File: config.mk
export PLATFORM = sky130hd
export DESIGN_NAME = rollmem_ptr_ctrl
export DESIGN_NICKNAME = d
export VERILOG_FILES = /design/src/rtl/rollmem_pkg.sv /design/src/rtl/rollmem_ptr_ring.sv /design/src/rtl/rollmem_cell_decoder.sv /design/src/rtl/rollmem_seq_fsm.sv /design/src/rtl/rollmem_ptr_ctrl.sv
export SDC_FILE = /design/constraint.sdc
export NUM_CORES = 1
export LEC_CHECK = 0
export ABC_CLOCK_PERIOD_IN_PS = 2570
export BUFFER_PORTS_ARGS = -buffer_cell sky130_fd_sc_hd__clkbuf_2
export CAP_MARGIN = 20
export CORE_AREA = 10 10 59 61
export DETAILED_ROUTE_END_ITERATION = 7
export DIE_AREA = 0 0 69 71
export PLACE_DENSITY = 0.66
export SLEW_MARGIN = 0
export SYNTH_ARGS = -nofsm -noshare
export SYNTH_HDL_FRONTEND = slang
export SYNTH_SLANG_ARGS = --single-unit
File: constraint.sdc
create_clock -name clk -period 2.57 [get_ports clk]
set_input_delay 0 -clock clk [delete_from_list [all_inputs] [get_ports clk]]
set_output_delay 0 -clock clk [all_outputs]
set_load 0.02 [all_outputs]
File: src/rtl/rollmem_pkg.sv
`timescale 1ns/1ps
package rollmem_pkg;
    typedef enum logic [2:0] {
        ST_ROLL      = 3'd0,
        ST_ARMED     = 3'd1,
        ST_CAPTURE   = 3'd2,
        ST_CONVSTART = 3'd3,
        ST_WAIT      = 3'd4
    } ctl_state_t;
endpackage

File: src/rtl/rollmem_ptr_ring.sv
`timescale 1ns/1ps
// Write pointer wrapping modulo NUM_CELLS, plus the frozen (lookback) index.
module rollmem_ptr_ring #(
    parameter int NUM_CELLS = 13,
    parameter int PTR_W     = $clog2(NUM_CELLS)
) (
    input  logic             clk,
    input  logic             rst,
    input  logic             advance,
    input  logic             latch,
    input  logic             resume,
    output logic [PTR_W-1:0] wr_ptr,
    output logic [PTR_W-1:0] frozen_ptr
);
    localparam logic [PTR_W-1:0] LAST = PTR_W'(NUM_CELLS - 1);

    function automatic logic [PTR_W-1:0] step_ptr(input logic [PTR_W-1:0] p);
        return (p == LAST) ? '0 : p + 1'b1;
    endfunction

    always_ff @(posedge clk) begin
        if (rst) begin
            wr_ptr     <= '0;
            frozen_ptr <= '0;
        end else begin
            if (latch)
                frozen_ptr <= wr_ptr;
            if (resume)
                wr_ptr <= step_ptr(frozen_ptr);
            else if (advance)
                wr_ptr <= step_ptr(wr_ptr);
        end
    end

    // the pointer wraps from the last cell back to cell 0
    p_wrap_r2: assert property (@(posedge clk) disable iff (rst)
        (advance && !resume && wr_ptr == LAST) |=> (wr_ptr == '0));

    // the pointer never leaves the cell range
    p_range_r2: assert property (@(posedge clk) disable iff (rst)
        wr_ptr <= LAST);

    // the frozen index only moves on a latch
    p_frozen_hold_r5: assert property (@(posedge clk) disable iff (rst)
        !latch |=> $stable(frozen_ptr));
endmodule

File: src/rtl/rollmem_cell_decoder.sv
`timescale 1ns/1ps
// One-hot hold enables for one row of cells.
module rollmem_cell_decoder #(
    parameter int NUM_CELLS = 13,
    parameter int PTR_W     = $clog2(NUM_CELLS)
) (
    input  logic                 en,
    input  logic [PTR_W-1:0]     ptr,
    output logic [NUM_CELLS-1:0] cells
);
    for (genvar g = 0; g < NUM_CELLS; g++) begin : g_cell
        assign cells[g] = en && (ptr == PTR_W'(g));
    end

    always_comb begin
        p_onehot_r2: assert ($onehot0(cells));
    end
endmodule

File: src/rtl/rollmem_seq_fsm.sv
`timescale 1ns/1ps
// Sequencer: roll / armed / capture / conversion start / wait-for-release.
module rollmem_seq_fsm
    import rollmem_pkg::*;
(
    input  logic clk,
    input  logic rst,
    input  logic trig_in,
    input  logic custom_mode,
    input  logic release_in,
    output logic write_en,
    output logic advance,
    output logic latch,
    output logic resume,
    output logic busy,
    output logic conv_start
);
    ctl_state_t state, state_nxt;

    always_ff @(posedge clk) begin
        if (rst)
            state <= ST_ROLL;
        else
            state <= state_nxt;
    end

    always_comb begin
        state_nxt = state;
        unique case (state)
            ST_ROLL: begin
                if (trig_in)
                    state_nxt = ST_CONVSTART;
                else if (custom_mode)
                    state_nxt = ST_ARMED;
            end
            ST_ARMED: begin
                if (trig_in)
                    state_nxt = ST_CAPTURE;
                else if (!custom_mode)
                    state_nxt = ST_ROLL;
            end
            ST_CAPTURE:   state_nxt = ST_CONVSTART;
            ST_CONVSTART: state_nxt = ST_WAIT;
            ST_WAIT: begin
                if (release_in)
                    state_nxt = custom_mode ? ST_ARMED : ST_ROLL;
            end
            default:      state_nxt = ST_ROLL;
        endcase
    end

    always_comb begin
        write_en   = 1'b0;
        advance    = 1'b0;
        latch      = 1'b0;
        resume     = 1'b0;
        busy       = 1'b0;
        conv_start = 1'b0;
        unique case (state)
            ST_ROLL: begin
                write_en = 1'b1;
                advance  = !trig_in;
                latch    = trig_in;
            end
            ST_ARMED: ;
            ST_CAPTURE: begin
                write_en = 1'b1;
                latch    = 1'b1;
                busy     = 1'b1;
            end
            ST_CONVSTART: begin
                busy       = 1'b1;
                conv_start = 1'b1;
            end
            ST_WAIT: begin
                busy   = 1'b1;
                resume = release_in;
            end
            default: ;
        endcase
    end

    // the conversion pulse is one cycle long
    p_conv_once_r4: assert property (@(posedge clk) disable iff (rst)
        conv_start |=> !conv_start);

    // only a release leaves WAIT; triggers do nothing there
    p_wait_holds_r5: assert property (@(posedge clk) disable iff (rst)
        (state == ST_WAIT && !release_in) |=> (state == ST_WAIT));

    // a custom capture occupies a single cycle, then conversion starts
    p_capture_one_r8: assert property (@(posedge clk) disable iff (rst)
        (state == ST_CAPTURE) |=> (state == ST_CONVSTART));

    // ARMED stays idle without a trigger while custom mode holds
    p_armed_idle_r7: assert property (@(posedge clk) disable iff (rst)
        (state == ST_ARMED && !trig_in && custom_mode) |=> (state == ST_ARMED && !busy));
endmodule

File: src/rtl/rollmem_ptr_ctrl.sv
`timescale 1ns/1ps
// Top: roll-mode sample-memory pointer controller.
module rollmem_ptr_ctrl #(
    parameter int NUM_CELLS = 13,
    parameter int PTR_W     = $clog2(NUM_CELLS)
) (
    input  logic                 clk,
    input  logic                 rst,
    input  logic                 trig_in,
    input  logic                 custom_mode,
    input  logic                 release_in,
    output logic [NUM_CELLS-1:0] hold_hg,
    output logic [NUM_CELLS-1:0] hold_lg,
    output logic [PTR_W-1:0]     frozen_ptr,
    output logic                 busy,
    output logic                 conv_start
);
    logic             write_en, advance, latch, resume;
    logic [PTR_W-1:0] wr_ptr;

    rollmem_seq_fsm u_fsm (
        .clk         (clk),
        .rst         (rst),
        .trig_in     (trig_in),
        .custom_mode (custom_mode),
        .release_in  (release_in),
        .write_en    (write_en),
        .advance     (advance),
        .latch       (latch),
        .resume      (resume),
        .busy        (busy),
        .conv_start  (conv_start)
    );

    rollmem_ptr_ring #(.NUM_CELLS(NUM_CELLS), .PTR_W(PTR_W)) u_ring (
        .clk        (clk),
        .rst        (rst),
        .advance    (advance),
        .latch      (latch),
        .resume     (resume),
        .wr_ptr     (wr_ptr),
        .frozen_ptr (frozen_ptr)
    );

    rollmem_cell_decoder #(.NUM_CELLS(NUM_CELLS), .PTR_W(PTR_W)) u_dec_hg (
        .en    (write_en),
        .ptr   (wr_ptr),
        .cells (hold_hg)
    );

    rollmem_cell_decoder #(.NUM_CELLS(NUM_CELLS), .PTR_W(PTR_W)) u_dec_lg (
        .en    (write_en),
        .ptr   (wr_ptr),
        .cells (hold_lg)
    );

    // both gain rows are held together
    p_rows_match_r3: assert property (@(posedge clk) disable iff (rst)
        hold_hg == hold_lg);

    // a roll-mode trigger freezes the written cell and starts conversion
    p_roll_freeze_r4: assert property (@(posedge clk) disable iff (rst)
        (!busy && (|hold_hg) && trig_in) |=>
            (busy && conv_start && hold_hg == '0 && frozen_ptr == $past(wr_ptr)));

    // nothing is written while the conversion pulse is out
    p_quiet_conv_r5: assert property (@(posedge clk) disable iff (rst)
        conv_start |-> (hold_hg == '0 && busy));

    // a release in WAIT clears busy on the next cycle
    p_release_r6: assert property (@(posedge clk) disable iff (rst)
        (busy && !conv_start && hold_hg == '0 && release_in) |=> !busy);
endmodule

Word level (Yosys, flattened, before mapping)
Index checks and enable logic that the tools add are counted.
Word-level totals
  register bits: 11
  latch bits: 0
  RAM bits: 0
  ROM bits: 0
  bits of input ports: 5
  output and inout port bits: 32
  memories kept: 0
Operators by class
  $add $sub $neg: 2
  $mul: 0
  div/mod/pow operators: 0
  order comparisons: 0
  eq/ne operators: 20
  shift operators: 0
  muxes and demuxes: 17
  bitwise logic cells: 0
  reduce and logical (&&, ||, !) cells: 20
Operators by type and width (count)
  4-bit equality test, second input constant: 6
  4-bit by 3-bit equality test with 1-bit output, second input constant: 4
  4-bit 2-to-1 mux: 4
  3-bit 2-to-1 mux: 5
  3-bit one-hot mux with 5 select lines: 1
  1-bit logical AND: 13
  4-bit by 1-bit adder with 4-bit output, second input constant: 2
  4-bit by 2-bit equality test with 1-bit output, second input constant: 2
  3-bit by 2-bit equality test with 1-bit output, second input constant: 2
  1-bit 2-to-1 mux: 6
  3-bit != test, second input constant: 2
  4-bit by 1-bit equality test with 1-bit output, second input constant: 1
  4-bit zero test: 1
  3-bit by 1-bit equality test with 1-bit output, second input constant: 1
  3-bit equality test, second input constant: 1
  3-bit zero test: 1
  3-bit AND reduction: 1
  3-bit OR reduction: 1
  2-bit != test, second input constant: 1
  1-bit one-hot mux with 2 select lines: 1
  2-bit nonzero test: 1
  2-bit OR reduction: 1
  1-bit zero test: 1

Longest topological paths before layout
Gate-level depths: netlist of the first run.
  depth in word-level cells: 4
  mapped depth: 6
  mapped depth without buffers: 6

By module
A second synthesis of the first run with hierarchy kept.
Unflattened totals
  cell total of the unflattened synthesis: 122
  area total of the unflattened synthesis: 884.6 µm²
Modules (own cells, without submodules)
  rollmem_ptr_ring: times used 1, cells each 56, area each 473.0 µm²
  rollmem_cell_decoder: times used 2, cells each 20, area each 103.8 µm²
  rollmem_seq_fsm: times used 1, cells each 26, area each 203.9 µm²

Worst setup path after synthesis of the first run
Ideal clock, no wire load.
  path kind: reg-to-output
  start: register u_ring.wr_ptr[0]
  end: output hold_lg[12]
  data arrival time: 1679 ps
  required time: 2570 ps
  setup slack: 891 ps
  stages on the path, launching flop included: 6
  path buffers: 1
  path through: dfxtp_1 inv_1 ha_1 and3_1 nor3b_1 buf_4
On the way
  word-level cells in the longest chain between the ends: 2
RTL lines
  start: declaration: line rollmem_ptr_ring.sv:12  | output logic [PTR_W-1:0] wr_ptr,
  start signal: assignment: line rollmem_ptr_ring.sv:29  | wr_ptr <= step_ptr(frozen_ptr);
  start signal: assignment: line rollmem_ptr_ring.sv:31  | wr_ptr <= step_ptr(wr_ptr);
  4-bit equality test
  1-bit logical AND
  end: declaration: line rollmem_ptr_ctrl.sv:13  | output logic [NUM_CELLS-1:0] hold_lg,
Every way passes these cells.

Worst setup path in the final report of the first run
  start: register u_ring.wr_ptr[0]
  end: output hold_lg[12]
On the way
  word-level cells in the longest chain between the ends: 2
RTL lines
  4-bit equality test: line rollmem_cell_decoder.sv:12  | assign cells[g] = en && (ptr == PTR_W'(g));
  1-bit logical AND: line rollmem_cell_decoder.sv:12
Every way passes these cells.

==> results.sh, run 1 <==
export IMPL_outcome="finished, final reports clean"
export IMPL_peakVddDrop_mv=0.299
export IMPL_routed_wl_mm=2.25
export IMPL_endpoint_kind="output pin"
export IMPL_antenna_found_initial=0
export IMPL_critPathKind="register to output pin"
export IMPL_grt_use_met1_pct=10.4
export IMPL_clock_sinks=11
export IMPL_cts_buffer_depth=2
export IMPL_post_drt_wl_per_cell_um=13.8
export IMPL_worstHoldEndpoint="u_ring.frozen_ptr[0]$_SDFFE_PP0P_"
export IMPL_crit_required_ps=2570
export IMPL_final_cell_mix="36 x clkbuf_2, 12 x and2_1, 11 x dfxtp_1"
export IMPL_ys_types=35
export IMPL_root_buffer="clkbuf_4"
export IMPL_slew_headroom_pct=59.7
export IMPL_finalHoldViolCount=0
export IMPL_syn_inst=110
export IMPL_setup_slack_ps=780
export IMPL_hold_path_class="input port to register"
export IMPL_fin_cells=163
export IMPL_clkTransAtPathRegs_ps=80
export IMPL_top_usage_layer="met2"
export IMPL_final_seq_area_sq_um=220
export IMPL_finalPower_uw=463
export IMPL_clkLatencyLatePin_ps=280
export IMPL_period_needed_ps=1790
export IMPL_cts_htree_levels=1
export IMPL_placed_cells=159
export IMPL_whs_path_depth=2
export IMPL_worstReg2RegEnd="u_ring.wr_ptr[2]$_SDFFE_PP0P_"
export IMPL_pre_cts_ws_ps=952
export IMPL_synth_edf_count=0
export IMPL_ys_flop_type="dfxtp_1"
export IMPL_synth_fp_nets=121
export IMPL_initial_utilization_pct=37.9
export IMPL_ys_seq_area_share_pct=24.3
export IMPL_tightestPinTransition_ps=596
export IMPL_remaining_drc_errors=0
export IMPL_met2_usage_pct=13.0
export IMPL_fin_crit_sh_pct=69.6
export IMPL_cts_buffers=3
export IMPL_yosys_area_top_type="dfxtp_1"
export IMPL_p_per_area_nw_per_um2=451
export IMPL_drive_above_1_share_pct=32.3
export IMPL_drtAntennaViolNets=0
export IMPL_die_y_um=71
export IMPL_num_vias=814
export IMPL_met3_usage_pct=5.58
export IMPL_synth_top_area_share_pct=24.3
export IMPL_synth_seq_cells=11
export IMPL_multi_input_area_sq_um=534
export IMPL_cts_resized=0
export IMPL_critPathMaxFanout=6
export IMPL_syn_avg_cell_area_sq_um=8.22
export IMPL_rsz0062_at_grt="no"
export IMPL_synth_async_reset_ratio_pct=0
export IMPL_grt_usage_pct=8.99
export IMPL_drv_cap=0
export IMPL_detail_route_first_pass_iterations=4
export IMPL_place_hpwl_mm=1.85
export IMPL_cts_tree="yes"
export IMPL_routed_via_density=4.99
export IMPL_die_area_sq_um=4900
export IMPL_core_rowCount=18
export IMPL_dr_first_iter_drc_count=23
export IMPL_overflow=0
export IMPL_clock_fmax_ghz=0.559
export IMPL_leakagePower_nw=0.487
export IMPL_arrival_ps=1790
export IMPL_hold_slack_ps=71.0
export IMPL_io_buffers=36
export IMPL_min_from="rst"
export IMPL_clock_skew_ps=8.63
export IMPL_diodes=0
export IMPL_fin_setup_tns_ps=0
export IMPL_cts_hold_buf=0
export IMPL_grt_max_degree=15
export IMPL_gp_congestion=0.850
export IMPL_die_x_um=69
export IMPL_io_pins=37
export IMPL_final_common_cell="clkbuf_2"
export IMPL_core_sq_um=2390
export IMPL_fin_nets=145
export IMPL_post_cts_setup_buffers=0
export IMPL_r2r_start="u_fsm.state[2]$_SDFFE_PP0P_"
export IMPL_syn_to_final_growth_pct=13.3
export IMPL_n_fill_cell=263
export IMPL_synth_area_leaders="dfxtp_1 24%, buf_4 12%, and2_1 8.3%"
export IMPL_setup_viol_count_final=0
export IMPL_rr_worst_depth=4
export IMPL_grt_pass1_wl_mm=3.83
export IMPL_netlist_area_sq_um=905
export IMPL_grt_pass1_vias=824
export IMPL_r2r_slack_ps=920
export IMPL_yosys_warnings=0
export IMPL_start_kind="register"
export IMPL_maxSlewViolCount=0
## state kept, by name, summed over array words and instances, names as in the netlist
| name | cells |
|---|---|
| u_ring.frozen_ptr | 4 |
| u_ring.wr_ptr | 4 |
| u_fsm.state | 3 |
## metrics by stage
| step | util (%) | cell area (sq um) |
|---|---|---|
| global placement | 41.8 | 998 |
| CTS | 42.9 | 1020 |
| floorplan | - | 905 |
| global route | 42.9 | 1020 |
| finish | 42.9 | 1020 |
| detailed placement | 41.8 | 998 |
## critical path, stage by stage (launching register included)
cell and delay [ps]:
dfxtp_1 380, inv_1 150, ha_1 240, and3_1 230
nor3b_1 280, clkbuf_2 230
## per-layer routing
| layer | part of all wire, % | wire length (um) |
|---|---|---|
| met1 | 44 | 987 |
| met2 | 40 | 907 |
| met3 | 14 | 321 |
| met4 | 1.6 | 36 |
| met5 | 0 | 0 |
## layout make-up
class / instances / share of cell area (%)
well taps: 30 / 3.66
multi-input cells: 75 / 52.1
inverters: 7 / 2.56
repair buffers: 36 / 17.6
clock buffers: 4 / 2.56
flip-flops and latches: 11 / 21.5
## kinds of logic (layout without fill, tap and decap cells)
group,after synthesis,in the layout,share of synthesized area [%]
and+or+nand+nor,44,44,29.2
buffers and inverters,24,47,16.6
AOI/OAI and AO/OA,19,19,14.8
DFF,11,11,24.3
adders and majority gates,6,6,8.30
muxes,6,6,6.78
## synth_stat cells (2+ instances only)
library cell  count
buf_4            14
and2_1           12
dfxtp_1          11
inv_1             7
nor2_1            7
ha_1              6
mux2i_1           5
nor3_1            4
a211oi_1          3
a21oi_1           3
nand2_1           3
nand2b_1          3
nor4_1            3
o21ai_0           3
a21o_1            2
clkbuf_1          2
nand3_1           2
nand3b_1          2
nor3b_1           2
## power by group
| part | total [mW] | internal, mW | switching [mW] | leakage, nW |
|---|---|---|---|---|
| clock network | 0.124 | 0.0602 | 0.0637 | 0.0150 |
| registers | 0.201 | 0.181 | 0.0199 | 0.0898 |
| logic | 0.138 | 0.0535 | 0.0841 | 0.382 |
| total | 0.463 | 0.295 | 0.168 | 0.487 |
## worst max path at each step
| stage | from | end | slack [ps] |
|---|---|---|---|
| 3_5_place_dp | u_fsm.state[2]$_SDFFE_PP0P_ | u_ring.wr_ptr[2]$_SDFFE_PP0P_ | 950 |
| 3_3_place_gp | u_ring.wr_ptr[0]$_SDFFE_PP0P_ | u_ring.wr_ptr[0]$_SDFFE_PP0P_ | 980 |
| 2_1_floorplan | u_ring.wr_ptr[0]$_SDFFE_PP0P_ | hold_lg[12] | 890 |
| 4_1_cts | u_ring.wr_ptr[0]$_SDFFE_PP0P_ | hold_lg[12] | 750 |
| 6_report | u_ring.wr_ptr[0]$_SDFFE_PP0P_ | hold_lg[12] | 780 |
| 5_1_grt | u_ring.wr_ptr[0]$_SDFFE_PP0P_ | hold_lg[12] | 630 |
(Power assumes the default switching activity.)
==> run 2, diff against run 1 <==
--- a/config.mk
+++ b/config.mk
@@ -5,13 +5,14 @@
 export SDC_FILE = /design/constraint.sdc
 export NUM_CORES = 1
 export LEC_CHECK = 0
-export ABC_CLOCK_PERIOD_IN_PS = 2570
+export ABC_AREA = 1
+export ABC_CLOCK_PERIOD_IN_PS = 1800
 export BUFFER_PORTS_ARGS = -buffer_cell sky130_fd_sc_hd__clkbuf_2
 export CAP_MARGIN = 20
 export CORE_AREA = 10 10 59 61
 export DETAILED_ROUTE_END_ITERATION = 7
 export DIE_AREA = 0 0 69 71
-export PLACE_DENSITY = 0.66
+export PLACE_DENSITY = 0.65
 export SLEW_MARGIN = 0
 export SYNTH_ARGS = -nofsm -noshare
 export SYNTH_HDL_FRONTEND = slang
==> constraint.sdc (replaced) <==
create_clock -name clk -period 1.8 [get_ports clk]
set_input_delay 0 -clock clk [delete_from_list [all_inputs] [get_ports clk]]
set_output_delay 0 -clock clk [all_outputs]
set_load 0.02 [all_outputs]
==> run 2 against run 1 <==
Combinational power rose by 130%. Wire length is 3.3% higher. Die area unchanged. Count of clock-buffer cells in the layout did not move. Synthesized area decreased by 1.9%. Register-to-register slack got worse by 470 ps. Critical path depth decreased by 1. Largest cell class unchanged.
==> results.sh, run 2 <==
export IMPL_n_fill_cell=283
export IMPL_drtAntennaViolNets=0
export IMPL_fin_crit_sh_pct=84.3
export IMPL_syn_inst=137
export IMPL_arrival_ps=1520
export IMPL_start_kind="register"
export IMPL_post_cts_setup_buffers=0
export IMPL_drv_cap=0
export IMPL_p_per_area_nw_per_um2=799
export IMPL_synth_edf_count=0
export IMPL_cts_buffer_depth=2
export IMPL_rsz0062_at_grt="no"
export IMPL_period_needed_ps=1520
export IMPL_antenna_found_initial=0
export IMPL_die_x_um=69
export IMPL_cts_tree="yes"
export IMPL_clock_skew_ps=1.30
export IMPL_post_drt_wl_per_cell_um=12.1
export IMPL_placed_cells=188
export IMPL_ys_top_cells_by_count="23 x nand2_1, 23 x nor2_1, 14 x inv_1"
export IMPL_netlist_area_sq_um=887
export IMPL_clock_fmax_ghz=0.659
export IMPL_synth_fp_nets=148
export IMPL_critPathKind="register to output pin"
export IMPL_drive_above_1_share_pct=29.4
export IMPL_yosys_area_share_simple_pct=35.3
export IMPL_synth_top_family_by_area="simple AND/OR/NAND/NOR gates"
export IMPL_synth_top_area_share_pct=24.8
export IMPL_setup_viol_count_final=0
export IMPL_gp_congestion=0.820
export IMPL_cts_htree_levels=1
export IMPL_cts_resized=0
export IMPL_slew_headroom_pct=79.2
export IMPL_clock_sinks=11
export IMPL_initial_utilization_pct=37.2
export IMPL_root_buffer="clkbuf_4"
export IMPL_whs_path_depth=3
export IMPL_endpoint_kind="output pin"
export IMPL_ys_types=22
export IMPL_grt_max_degree=10
export IMPL_maxSlewViolCount=0
export IMPL_rr_worst_depth=7
export IMPL_finalHoldViolCount=0
export IMPL_core_rowCount=18
export IMPL_fin_nets=175
export IMPL_peakVddDrop_mv=0.358
export IMPL_clkTransAtPathRegs_ps=70
export IMPL_synthXorXnorAreaFrac_pct=1.97
export IMPL_diodes=0
export IMPL_io_pins=37
export IMPL_synth_area_mux_share_pct=0
export IMPL_yosys_warnings=0
export IMPL_num_vias=916
export IMPL_grt_pass1_wl_mm=4.11
export IMPL_core_sq_um=2390
export IMPL_crit_required_ps=1800
export IMPL_synth_seq_cells=11
export IMPL_cts_hold_buf=1
export IMPL_final_common_cell="clkbuf_2"
export IMPL_fin_cells=193
export IMPL_grt_usage_pct=9.77
export IMPL_die_y_um=71
export IMPL_remaining_drc_errors=0
export IMPL_synth_compound_area_share_pct=10.3
export IMPL_ys_seq_area_share_pct=24.8
export IMPL_leakagePower_nw=0.564
export IMPL_outcome="finished, final reports clean"
export IMPL_cts_buffers=3
export IMPL_syn_avg_cell_area_sq_um=6.48
export IMPL_final_util_pct=43.3
export IMPL_place_hpwl_mm=1.93
export IMPL_routed_via_density=4.75
export IMPL_syn_to_final_growth_pct=16.6
export IMPL_final_cell_mix="36 x clkbuf_2, 23 x nand2_1, 23 x nor2_1"
export IMPL_tightestPinTransition_ps=312
export IMPL_synth_area_leaders="dfxtp_1 25%, buf_4 11%, nand2_1 9.7%"
export IMPL_critPathMaxFanout=8
export IMPL_synth_async_reset_ratio_pct=0
export IMPL_dr_first_iter_drc_count=33
export IMPL_overflow=0
export IMPL_clkLatencyLatePin_ps=280
export IMPL_io_buffers=36
export IMPL_hold_path_class="input port to register"
export IMPL_detail_route_first_pass_iterations=4
export IMPL_grt_pass1_vias=877
export IMPL_synthAdderAreaFrac_pct=8.46
export IMPL_fin_setup_tns_ps=0
export IMPL_die_area_sq_um=4900
export IMPL_finalPower_uw=826
export IMPL_yosys_area_top_type="dfxtp_1"
export IMPL_reg_top3="u_ring.frozen_ptr: 4 flops, u_ring.wr_ptr: 4 flops, u_fsm.state: 3 flops"
export IMPL_routed_wl_mm=2.33
export IMPL_hold_slack_ps=28.7
export IMPL_ys_flop_type="dfxtp_1"
## run 2: cell count changes after synthesis, sizes merged, moves of 3 or more
cell	before	now
nand2	3	25
nor2	7	26
and2	12	0
inv	7	17
nand3	3	12
o21ai	3	9
mux2i	5	0
a21oi	4	8
nor3	5	1
a211oi	3	0
nand2b	3	0
nand4	0	3
nor4	3	0
## run 2: kinds of logic after synthesis
family / after synthesis
buffers and inverters: 32
AOI/OAI and AO/OA: 18
and+or+nand+nor: 68
xor gates and xnor gates: 2
adders and majority gates: 6
DFF: 11
## run 2: per-stage QoR
stage / worst slack (ps) / instance area (sq um)
finish: 283 / 1030
global route: 146 / 1030
CTS: 273 / 1030
detailed placement: 492 / 998
global placement: 507 / 998
floorplan: 456 / 887
## run 2: layout make-up
cell class | count | area (sq um) | area share (%)
multi-input combinational | 94 | 497 | 48.0
timing repair buffer | 37 | 190 | 18.4
clock buffer | 4 | 26.3 | 2.54
sequential | 11 | 220 | 21.3
inverter | 17 | 63.8 | 6.17
tap | 30 | 37.5 | 3.63
## run 2: routing by layer
layer | vias to the layer above | track usage, % | share of wire [%]
li1 | 476 | - | -
met1 | 391 | 11.9 | 47
met2 | 44 | 13.3 | 38
met3 | 5 | 5.16 | 13
met4 | 0 | 5.37 | 1.9
met5 | - | 0 | 0
## run 2: worst max-delay path: stages, from the launching register on
cell      delay (ps)
dfxtp_1          400
nor2_2           320
nand2_1          150
nor2_1           170
clkbuf_2         200
## run 2: final timing paths
| path | from | to | slack [ps] |
|---|---|---|---|
| setup / recovery | u_fsm.state[2]$_SDFFE_PP0P_ | hold_hg[11] | 280 |
| setup reg to reg | u_ring.wr_ptr[0]$_SDFFE_PP0P_ | u_ring.wr_ptr[3]$_SDFFE_PP0P_ | 450 |
| hold reg to reg | u_ring.frozen_ptr[3]$_SDFFE_PP0P_ | u_ring.frozen_ptr[3]$_SDFFE_PP0P_ | 540 |
| hold / removal | custom_mode | u_fsm.state[0]$_SDFFE_PP0P_ | 30 |
## run 2: power breakdown
part | switching, mW | leakage [nW] | total [mW] | internal (mW)
combinational | 0.218 | 0.459 | 0.324 | 0.106
clock | 0.0915 | 0.0150 | 0.178 | 0.0861
sequential | 0.0509 | 0.0909 | 0.325 | 0.274
total | 0.361 | 0.564 | 0.826 | 0.466
==> run 3, diff against run 2 <==
--- a/config.mk
+++ b/config.mk
@@ -6,13 +6,13 @@
 export NUM_CORES = 1
 export LEC_CHECK = 0
 export ABC_AREA = 1
-export ABC_CLOCK_PERIOD_IN_PS = 1800
+export ABC_CLOCK_PERIOD_IN_PS = 1350
 export BUFFER_PORTS_ARGS = -buffer_cell sky130_fd_sc_hd__clkbuf_2
 export CAP_MARGIN = 20
 export CORE_AREA = 10 10 59 61
 export DETAILED_ROUTE_END_ITERATION = 7
 export DIE_AREA = 0 0 69 71
-export PLACE_DENSITY = 0.65
+export PLACE_DENSITY = 0.68
 export SLEW_MARGIN = 0
 export SYNTH_ARGS = -nofsm -noshare
 export SYNTH_HDL_FRONTEND = slang
==> constraint.sdc (replaced) <==
create_clock -name clk -period 1.35 [get_ports clk]
set_input_delay 0 -clock clk [delete_from_list [all_inputs] [get_ports clk]]
set_output_delay 0 -clock clk [all_outputs]
set_load 0.02 [all_outputs]
==> run 3 against run 2 <==
Die area stayed put. Register-to-register slack worse by 300 ps. Clock power is 26% higher. Worst setup slack worse by 240 ps. Sequential share of layout area is 2.4 points lower. Hold slack worse by 7.8 ps. Final area is 19% higher. First-iteration DRC count is 27% lower. Final cell count is 2.6% higher. Critical path depth is 1 higher. Core utilization is 8.0 points higher. Largest power group is now combinational logic.
==> results.sh, run 3 (synthesized netlist as in run 2, its figures left out) <==
export IMPL_p_comb_share_pct=46.1
export IMPL_detail_route_first_pass_iterations=4
export IMPL_drive_above_1_share_pct=45.8
export IMPL_place_hpwl_mm=1.89
export IMPL_fin_crit_sh_pct=97.1
export IMPL_num_vias=937
export IMPL_finalPower_mw=1.22
export IMPL_rr_worst_depth=9
export IMPL_routed_via_density=4.73
export IMPL_hold_slack_ps=20.9
export IMPL_clock_fmax_ghz=0.763
export IMPL_placed_cells=192
export IMPL_drv_cap=0
export IMPL_clkTransAtPathRegs_ps=70
export IMPL_drtAntennaViolNets=0
export IMPL_overflow=0
export IMPL_r2r_slack_ps=150
export IMPL_critPathMaxFanout=8
export IMPL_slew_headroom_pct=82.4
export IMPL_p_per_area_nw_per_um2=997
export IMPL_n_fill_cell=255
export IMPL_fin_cells=198
export IMPL_dr_first_iter_drc_count=24
export IMPL_critPathKind="register to output pin"
export IMPL_core_rowCount=18
export IMPL_cts_buffer_depth=2
export IMPL_die_area_sq_um=4900
export IMPL_period_needed_ps=1310
export IMPL_cts_buffers=3
export IMPL_cts_tree="yes"
export IMPL_grt_max_degree=10
export IMPL_leakagePower_nw=0.614
export IMPL_gp_congestion=0.805
export IMPL_post_drt_wl_per_cell_um=12.2
export IMPL_maxSlewViolCount=0
export IMPL_root_buffer="clkbuf_4"
export IMPL_diodes=0
export IMPL_setup_slack_ps=39.5
export IMPL_die_x_um=69
export IMPL_remaining_drc_errors=0
export IMPL_grt_usage_pct=9.36
export IMPL_final_cell_mix="26 x buf_4, 20 x nand2_1, 13 x nor2_1"
export IMPL_clock_skew_ps=1.16
export IMPL_rsz0062_at_grt="yes"
export IMPL_routed_wl_mm=2.42
export IMPL_cts_htree_levels=1
export IMPL_start_kind="register"
export IMPL_endpoint_kind="output pin"
export IMPL_final_common_cell="buf_4"
export IMPL_hold_path_class="input port to register"
export IMPL_die_y_um=71
export IMPL_grt_pass1_vias=947
export IMPL_r2r_start="u_ring.frozen_ptr[1]$_SDFFE_PP0P_"
export IMPL_power_frac_seq_pct=35.6
export IMPL_power_share_clock_pct=18.3
export IMPL_antenna_found_initial=0
export IMPL_arrival_ps=1310
export IMPL_setup_viol_count_final=0
export IMPL_syn_to_final_growth_pct=38.2
export IMPL_peakVddDrop_mv=0.791
export IMPL_fin_nets=180
export IMPL_final_util_pct=51.4
export IMPL_core_sq_um=2390
export IMPL_io_buffers=36
export IMPL_p_int_uw=704
export IMPL_switching_share_pct=42.4
export IMPL_reg_top3="u_ring.frozen_ptr: 4 flops, u_ring.wr_ptr: 4 flops, u_fsm.state: 3 flops"
export IMPL_crit_required_ps=1350
export IMPL_clock_sinks=11
export IMPL_initial_utilization_pct=37.2
export IMPL_whs_path_depth=3
export IMPL_tightestPinTransition_ps=263
export IMPL_p_sw_uw=519
export IMPL_worstReg2RegEnd="u_ring.wr_ptr[3]$_SDFFE_PP0P_"
export IMPL_worstHoldEndpoint="u_fsm.state[0]$_SDFFE_PP0P_"
export IMPL_io_pins=37
export IMPL_clkLatencyLatePin_ps=260
export IMPL_grt_pass1_wl_mm=4.11
export IMPL_outcome="finished, final reports clean"
export IMPL_min_from="custom_mode"
export IMPL_finalHoldViolCount=0
export IMPL_pre_cts_ws_ps=131
## run 3: changes by cell type in the layout (fill, tap and decap cells not counted), moves of 6 or more
cell,change
buf_4,+26
clkbuf_2,-26
dfxtp_1,-7
dfxtp_2,+6
nor2_1,-10
nor2_2,+7
## run 3: worst max-delay path: stages, from the launching register on
cell and delay (ps):
dfxtp_4 380, nor2_2 100, buf_4 150, nand2_1 80, nor2_1 150, buf_4 170
## run 3: what timing repair did
item	CTS	global route
resized for setup	8	73
buffers inserted	1	0
hold endpoints to repair	2	0
hold buffers	1	0
setup endpoints to repair	26	27
pin swaps	1	4
## run 3: worst max-delay path by stage
| stage | from | to | slack (ps) | cells after the start |
|---|---|---|---|---|
| after floorplan | u_fsm.state[2]$_SDFFE_PP0P_ | hold_lg[0] | 6 | 5 |
| after global placement | u_ring.frozen_ptr[0]$_SDFFE_PP0P_ | u_ring.wr_ptr[3]$_SDFFE_PP0P_ | 170 | 9 |
| after detailed placement | u_ring.frozen_ptr[0]$_SDFFE_PP0P_ | u_ring.wr_ptr[3]$_SDFFE_PP0P_ | 130 | 9 |
| after CTS | u_ring.wr_ptr[0]$_SDFFE_PP0P_ | hold_hg[12] | 4 | 5 |
| after global routing | u_fsm.state[0]$_SDFFE_PP0P_ | hold_hg[1] | -70 | 5 |
| final | u_fsm.state[2]$_SDFFE_PP0P_ | hold_lg[1] | 40 | 5 |
## run 3: stage by stage
stage | setup TNS [ps] | cell area, sq um
2_1_floorplan | 0 | 887
3_3_place_gp | 0 | 1030
3_5_place_dp | 0 | 1030
4_1_cts | 0 | 1090
5_1_grt | -285 | 1230
6_report | 0 | 1230
## run 3: final cells by class
type / instances / area [sq um] / area share (%)
clock buffers: 4 / 26.3 / 2.14
inverters: 17 / 63.8 / 5.20
multi-input cells: 94 / 569 / 46.4
flip-flops and latches: 11 / 231 / 18.9
well taps: 30 / 37.5 / 3.06
repair buffers: 42 / 298 / 24.3
## run 3: layer usage
layer	GRT usage, %	vias up	share of wire, %
met5	0	-	0
met4	2.68	0	0.87
met3	4.04	4	8.4
met2	15.2	35	45
met1	10.9	412	45
li1	-	486	-
## run 3: power by group through the flow
stage | Combinational [mW] | Sequential, mW | Clock [mW]
floorplan | 0.333 | 0.435 | 0
global placement | 0.460 | 0.430 | 0
detailed placement | 0.465 | 0.433 | 0
CTS | 0.483 | 0.428 | 0.231
global route | 0.626 | 0.443 | 0.241
finish | 0.564 | 0.435 | 0.224
